### config.mk
export PLATFORM = sky130hd
export DESIGN_NAME = iseq_top
export DESIGN_NICKNAME = d
export VERILOG_FILES = /design/src/rtl/iseq_pkg.sv /design/src/rtl/iseq_phase_gen.sv /design/src/rtl/iseq_pc.sv /design/src/rtl/iseq_fetch.sv /design/src/rtl/iseq_top.sv
export SDC_FILE = /design/constraint.sdc
export NUM_CORES = 1
export LEC_CHECK = 0
export BUFFER_PORTS_ARGS = -buffer_cell sky130_fd_sc_hd__buf_2
export CAP_MARGIN = 20
export CORE_ASPECT_RATIO = 2
export CORE_UTILIZATION = 54
export DETAILED_ROUTE_END_ITERATION = 8
export PLACE_DENSITY_LB_ADDON = 0.2
export RECOVER_POWER = 100
export SETUP_SLACK_MARGIN = 0.05
export SYNTH_ARGS = -nofsm -noshare
export SYNTH_HDL_FRONTEND = slang
export SYNTH_HIERARCHICAL = 1
export SYNTH_SLANG_ARGS = --single-unit
### constraint.sdc
create_clock -name clk -period 2.8 [get_ports clk]
set_clock_uncertainty 0.15 [all_clocks]
set_input_delay 0.28 -clock clk [delete_from_list [all_inputs] [get_ports clk]]
set_output_delay 0.28 -clock clk [all_outputs]
set_load 0.005 [all_outputs]
### src/rtl/iseq_pkg.sv
package iseq_pkg;
   localparam int unsigned NUM_PHASES = 4;

   typedef enum logic [1:0] {
      PH_T1 = 2'd0,
      PH_T2 = 2'd1,
      PH_T3 = 2'd2,
      PH_T4 = 2'd3
   } phase_e;

   // variants of the phase generator
   localparam int unsigned PHG_BINARY = 0;
   localparam int unsigned PHG_RING   = 1;
endpackage

### src/rtl/iseq_phase_gen.sv
module iseq_phase_gen
   import iseq_pkg::*;
#(
   parameter int unsigned IMPL = PHG_RING
) (
   input  logic                  clk,
   input  logic                  rst_n,
   output logic [NUM_PHASES-1:0] strb_o,
   output logic                  sync_o
);
   generate
      if (IMPL == PHG_BINARY) begin : g_binary
         phase_e cnt_q;
         always_ff @(posedge clk or negedge rst_n) begin
            if (!rst_n) cnt_q <= PH_T1;
            else        cnt_q <= phase_e'(cnt_q + 2'd1);
         end
         always_comb begin
            strb_o = '0;
            strb_o[cnt_q] = 1'b1;
         end
         assign sync_o = (cnt_q == PH_T1);
      end else if (IMPL == PHG_RING) begin : g_ring
         logic [NUM_PHASES-1:0] ring_q;
         always_ff @(posedge clk or negedge rst_n) begin
            if (!rst_n) ring_q <= NUM_PHASES'(1);
            else        ring_q <= {ring_q[NUM_PHASES-2:0], ring_q[NUM_PHASES-1]};
         end
         assign strb_o = ring_q;
         assign sync_o = ring_q[0];
      end else begin : g_bad
         $error("iseq_phase_gen: unknown IMPL value");
      end
   endgenerate
endmodule

### src/rtl/iseq_pc.sv
module iseq_pc #(
   parameter int unsigned PC_W  = 11,
   parameter int unsigned PCL_W = 8
) (
   input  logic             clk,
   input  logic             rst_n,
   input  logic             step_i,
   input  logic             jmp_i,
   input  logic [PC_W-1:0]  jmp_tgt_i,
   input  logic             pcl_i,
   input  logic [PCL_W-1:0] pcl_data_i,
   output logic [PC_W-1:0]  pc_o
);
   localparam int unsigned HI_W = PC_W - PCL_W;

   logic [PC_W-1:0] pc_q;
   logic [PC_W-1:0] pc_low_wr;

   generate
      if (HI_W > 0) begin : g_hi
         assign pc_low_wr = {pc_q[PC_W-1:PCL_W], pcl_data_i};
      end else begin : g_nohi
         assign pc_low_wr = pcl_data_i;
      end
   endgenerate

   always_ff @(posedge clk or negedge rst_n) begin
      if (!rst_n) begin
         pc_q <= '0;
      end else if (step_i) begin
         if (jmp_i)      pc_q <= jmp_tgt_i;
         else if (pcl_i) pc_q <= pc_low_wr;
         else            pc_q <= pc_q + PC_W'(1);
      end
   end

   assign pc_o = pc_q;
endmodule

### src/rtl/iseq_fetch.sv
module iseq_fetch #(
   parameter int unsigned INSN_W = 14
) (
   input  logic              clk,
   input  logic              rst_n,
   input  logic              capture_i,
   input  logic              step_i,
   input  logic              flush_i,
   input  logic [INSN_W-1:0] rdata_i,
   output logic [INSN_W-1:0] ir_o,
   output logic              valid_o
);
   logic [INSN_W-1:0] fbuf_q;
   logic [INSN_W-1:0] ir_q;
   logic              valid_q;

   always_ff @(posedge clk or negedge rst_n) begin
      if (!rst_n)         fbuf_q <= '0;
      else if (capture_i) fbuf_q <= rdata_i;
   end

   always_ff @(posedge clk or negedge rst_n) begin
      if (!rst_n) begin
         ir_q    <= '0;
         valid_q <= 1'b0;
      end else if (step_i) begin
         ir_q    <= fbuf_q;
         valid_q <= ~flush_i;
      end
   end

   assign ir_o    = ir_q;
   assign valid_o = valid_q;
endmodule

### src/rtl/iseq_top.sv
module iseq_top
   import iseq_pkg::*;
#(
   parameter int unsigned PC_W     = 11,
   parameter int unsigned PCL_W    = 8,
   parameter int unsigned INSN_W   = 14,
   parameter int unsigned PHG_IMPL = PHG_RING
) (
   input  logic              clk,
   input  logic              rst_n,
   input  logic [INSN_W-1:0] imem_rdata,
   input  logic              jmp_req,
   input  logic [PC_W-1:0]   jmp_target,
   input  logic              pcl_we,
   input  logic [PCL_W-1:0]  pcl_wdata,
   output logic [PC_W-1:0]   imem_addr,
   output logic [3:0]        phase_o,
   output logic              sync_o,
   output logic [INSN_W-1:0] insn_o,
   output logic              insn_valid_o
);
   generate
      if (PC_W < PCL_W || PC_W > 16) begin : g_chk_pc
         $error("iseq_top: PC_W must lie between PCL_W and 16");
      end
      if (PCL_W < 1) begin : g_chk_pcl
         $error("iseq_top: PCL_W must be at least 1");
      end
      if (INSN_W < 1) begin : g_chk_insn
         $error("iseq_top: INSN_W must be at least 1");
      end
   endgenerate

   logic [NUM_PHASES-1:0] strb;
   logic                  phg_sync;
   logic                  end_t1, end_t4;
   logic                  accept, take_jmp, take_pcl, flush;
   logic                  valid;

   iseq_phase_gen #(.IMPL(PHG_IMPL)) u_phase (
      .clk    (clk),
      .rst_n  (rst_n),
      .strb_o (strb),
      .sync_o (phg_sync)
   );

   assign end_t1 = strb[PH_T1];
   assign end_t4 = strb[PH_T4];

   // only a real instruction may redirect; the jump outranks the low-byte write
   assign accept   = end_t4 & valid;
   assign take_jmp = accept & jmp_req;
   assign take_pcl = accept & pcl_we & ~jmp_req;
   assign flush    = take_jmp | take_pcl;

   iseq_pc #(.PC_W(PC_W), .PCL_W(PCL_W)) u_pc (
      .clk        (clk),
      .rst_n      (rst_n),
      .step_i     (end_t4),
      .jmp_i      (take_jmp),
      .jmp_tgt_i  (jmp_target),
      .pcl_i      (take_pcl),
      .pcl_data_i (pcl_wdata),
      .pc_o       (imem_addr)
   );

   iseq_fetch #(.INSN_W(INSN_W)) u_fetch (
      .clk       (clk),
      .rst_n     (rst_n),
      .capture_i (end_t1),
      .step_i    (end_t4),
      .flush_i   (flush),
      .rdata_i   (imem_rdata),
      .ir_o      (insn_o),
      .valid_o   (valid)
   );

   assign phase_o      = strb;
   assign sync_o       = phg_sync;
   assign insn_valid_o = valid;
endmodule

# Word-level counts from Yosys, hierarchy flattened
# Cells that the tools add are included.
# op_classes
n_mul	0
magnitude_cmp	0
shift	0
mux	2
eq_ne	1
n_div	0
n_addsub	1
bitwise	7
n_reduce_logical	1
# ops
operator	n
$mux W11	2
$add A11 B1 Y11 const B	1
$and A1 B1 Y1	4
$ne A2 B2 Y1 const B	1
$not A1 Y1	2
$reduce_and A2 Y1	1
$or A1 B1 Y1	1
# totals
output_inout_bits	31
rom_bits	0
wordCells	18
latchBits	0
ram_bits	0
register_bits	44
mem_count	0

# Depth between registers and ports, before layout
# depth
depth_word	5
mapped_depth	7
depth_no_buf	5

# Cells and area by module
# Netlist, hierarchy kept.
# by_module_without_submodules
module	cells_per_inst	area_per_inst_um2	instances	seq_area_each_um2
iseq_fetch	62	1131.1	1	725.7
iseq_pc	86	802.0	1	275.3
iseq_phase_gen	5	108.9	1	101.3
iseq_top	3	27.5	1	0.0

# Worst setup path after synthesis
# No wires, ideal clock.
# synth_path
path_type	reg2reg
from	register u_phase.g_ring.ring_q[3] (netlist: u_phase/strb_o[3])
to	register u_pc.pc_q[8] (netlist: u_pc/pc_o[8])
arrival_time_ps	1573
setup_ps	129
slack_ps	948
path_buffers	1
stages_incl_launch_ff	7
path_cell_list	dfrtp_1 and4b_1 buf_6 nand3b_1 or4_1 o21ai_1 a22oi_1
# synth_via
elab_chain_cells	5
word_cells_on_any_way	7
# synth_lines
item	line_no	text
start: declaration	iseq_phase_gen.sv:24	logic [NUM_PHASES-1:0] ring_q;
start signal: assignment	iseq_phase_gen.sv:27	else ring_q <= {ring_q[NUM_PHASES-2:0], ring_q[NUM_PHASES-1]};
$and A1 B1 Y1	iseq_top.sv:51	assign accept = end_t4 & valid;
$and A1 B1 Y1 (2 in a row)	iseq_top.sv:53	assign take_pcl = accept & pcl_we & ~jmp_req;
net take_pcl	iseq_top.sv:37	logic accept, take_jmp, take_pcl, flush;
$ne A2 B2 Y1 (no source line)	-	
$reduce_and A2 Y1 (no source line)	-	
end signal: assignment	iseq_pc.sv:31	if (jmp_i) pc_q <= jmp_tgt_i;
end signal: assignment	iseq_pc.sv:32	else if (pcl_i) pc_q <= pc_low_wr;
end signal: assignment	iseq_pc.sv:33	else pc_q <= pc_q + PC_W'(1);
end: declaration	iseq_pc.sv:16	logic [PC_W-1:0] pc_q;
# The timed path passes the listed nets, and every way through them passes these cells.
# A chain may end at the register's enable or synchronous reset.

# Final worst setup path
# layout_path
from	register u_fetch.valid_q (netlist: u_fetch/valid_o)
to	register u_pc.pc_q[4] (netlist: u_pc/pc_o[4])
# layout_via
elab_chain_cells	5
word_cells_on_any_way	6
# layout_lines
item	line_no	text
start: declaration	iseq_fetch.sv:15	logic valid_q;
start signal: assignment	iseq_fetch.sv:28	valid_q <= ~flush_i;
$and A1 B1 Y1	iseq_top.sv:51	
$and A1 B1 Y1 (2 in a row)	iseq_top.sv:53	
net take_pcl	iseq_top.sv:37	
$mux W11	iseq_pc.sv:32	
$mux W11	iseq_pc.sv:31	
# The timed path passes the listed nets, and every way through them passes these cells. The select of a mux whose other input is x is not followed.

==> flow_summary.toml <==
[outcome]
status = "complete, but fails checks"
violations = "hold timing"

[clock_tree]
cts_root_buf = "clkbuf_8"
cts_tree = "yes"
cts_resized = 0
hold_buffers = 0
htree_levels = 2
clock_latency_ns = 0.29
numCtsBuffers = 5
clk_pin_slew_ns = 0.08
cts_setup_buffers = 0
cts_buffer_depth = 2
clock_sinks = 44

[timing]
drv_slew = 0
post-route-period-util_pct = 72.8
timing.fmax_mhz = 491
timing.hold.ws_ns = -0.0197
finalCriticalPeriod_ns = 2.04
setup_viol_count_final = 0
rsz0062_at_grt = "no"
hold_viol_final = 29
max-slew-margin-rel_pct = 37.0
fin_ws_ns = 0.763
worst_pin_slew_ns = 0.945
fin_setup_tns_ns = 0

[pwr]
p_comb_share_pct = 3.3
vdd_ir_drop_max_mv = 0.434
p_switching_w = 0.000224
p_leak_nw = 1.24
pwr-share-clk_pct = 41.1
power_density_mw_per_mm2 = 472
power_frac_seq_pct = 55.6
p_sw_share_pct = 19.6
p_int_w = 0.000917

[detailed_routing]
vias = 1527
postRouteAntennaNets = 0
initialDrtViolationCount = 25
remaining_drc_errors = 0
vias_per_cell = 5.59
detail_route.wirelength_um = 4340
post_drt_wl_per_cell_um = 15.9
drt_first_pass_iters = 4

[synth]
postSynthAreaPerCell_sq_um = 13.3
seq_area_frac_synth_pct = 53.3
synthCells = 156
synth_area_sq_mm = 0.00207
synth_fp_nets = 194
yosys.cell_types.count = 44
yosys_warnings = 6
synth-seq-cells = 44

[setup_path]
r2r_start = "u_fetch/valid_o"
cp_top_family = "simple AND/OR/NAND/NOR gates"
critPathMaxFanout = 10
cp_num_buf_inv = 0
worstSetupStartpointType = "register"
slowest_delay_ns = 0.41
end_kind = "register"
required_ns = 2.83
worstPathCellList = "and4b_1 -> or2_0 -> nor3b_1 -> a221o_1 -> a22o_1"
worstPathArrival_ns = 2.07
cp.depth = 5
cpMaxStageDelayCell = "and4b_1"
crit_start = "u_fetch/valid_o"
ff2ff_path_depth = 5
worstSetupPathType = "reg -> reg"

[floorplan]
io-pin-count = 68
start_util_pct = 56.8
die-area_sq_mm = 0.00410
dieWidth_um = 45.8
num_rows = 31
die_y_um = 89.6
core-area_sq_mm = 0.00365

[placed_design]
place_ws_ns = 0.818
place_area_sq_mm = 0.00238
dp_hpwl_um = 3190
portBuffers = 67
gp_congestion = 0.848

[grt]
grt_max_degree = 45
grt_pass1_vias = 1519
grt_pass1_wl_um = 6770
gr-total-overflow = 0
grt.total_usage_pct = 23.1
antenna_found_initial = 0

[hold_path]
hold_class = "in -> async"

[finish]
nets = 261
layout_common_cells = "52 x buf_2, 43 x dfrtp_1, 20 x mux2_2"
num_antenna_cells = 0
final_area_sq_mm = 0.00242
area_delta_synth_final_pct = 16.9
ff_latch_area_sq_mm = 0.00110
layout_commonest_cell = "buf_2"
multi_input_area_sq_um = 806
drive_gt1_share_pct = 38.4
fillCellCount = 325

[flow_run]
drv_cap = 0
-- kinds of logic (layout without fill, tap and decap cells) --
logic type               Yosys count  in the layout  share of synthesized area, %
AO/OA/AOI/OAI                     36             36                          12.2
AND/OR/NAND/NOR                   29             29                          9.43
multiplexers                      32             32                          18.9
adder cells (fa/ha/maj)            1              1                         0.604
buffers and inverters             14             82                          5.68
flip-flops                        44             44                          53.3
-- final timing paths --
path                       slack, ns           endpoint
min in group clk                0.07  u_fetch/fbuf_q[2]
max                             0.76       u_pc/pc_o[4]
max in group asynchronous       1.93    u_fetch/ir_o[6]
min                            -0.02       u_pc/pc_o[8]
min reg2reg                     0.23  u_phase/strb_o[2]
max reg2reg                     0.76       u_pc/pc_o[4]
-- layout make-up --
class | count | area share (%)
clock buffer | 6 | 3.00
clock inverter | 2 | 1.45
inverter | 5 | 0.776
multi-input combinational | 98 | 33.3
sequential | 44 | 45.6
tap | 49 | 2.53
timing repair buffer | 69 | 13.4
-- flip-flops by register name, indices dropped and copies added (netlist names) --
signal           flops
u_fetch/fbuf_q      14
u_phase/strb_o       4
u_fetch/valid_o      1
u_fetch/ir_o        14
u_pc/pc_o           11
-- stage by stage --
step           std cells  utilization (%)  power [W]  hold slack, ns
2_1_floorplan        156                -   0.000648          -0.166
3_3_place_gp         265             65.3   0.000684           0.206
3_5_place_dp         265             65.3   0.000686           0.212
4_1_cts              273             68.3    0.00116          0.0259
5_1_grt              273             66.4    0.00118          0.0580
6_report             273             66.4    0.00114         -0.0197
-- cell usage after synthesis, drive strengths merged --
cell type,instances,area (sq um)
nand2,6,22.5
and3,3,21.3
o31ai,2,15.0
nor3,1,5.00
a2bb2oi,1,8.76
nand3b,1,7.51
nor2b,1,6.26
or4,1,7.51
a21oi,1,5.00
o21ai,13,65.1
nor3b,2,15.0
a211oi,1,7.51
clkbuf,1,13.8
buf,8,85.1
mux2i,3,30.0
nor2,4,15.0
inv,5,18.8
nand2b,1,13.8
and4b,1,10.0
dfstp,1,26.3
or2,2,12.5
and2,1,6.26
a221o,1,10.0
o22ai,2,12.5
nand4,1,21.3
a31oi,3,18.8
ha,1,12.5
o41ai,1,16.3
mux2,29,360
nor4,1,12.5
nor4b,1,8.76
o211a,1,10.0
dfrtp,43,1080
nand3,2,10.0
a22o,5,45.0
a22oi,5,37.5
-- power groups by stage --
stage / clock network [W] / registers, W / logic, W
finish: 0.000470 / 0.000635 / 0.0000371
global route: 0.000504 / 0.000635 / 0.0000423
CTS: 0.000487 / 0.000635 / 0.0000389
detailed placement: 0 / 0.000647 / 0.0000382
global placement: 0 / 0.000647 / 0.0000367
floorplan: 0 / 0.000648 / 0.000000502
-- layer usage --
| layer | vias up | wire length, um | global-route usage, % |
|---|---|---|---|
| li1 | 707 | - | - |
| met1 | 737 | 1580 | 25.5 |
| met2 | 70 | 2400 | 40.3 |
| met3 | 13 | 215 | 3.64 |
| met4 | 0 | 136 | 13.4 |
| met5 | - | 0 | 0 |
(Power assumes the default switching activity.)
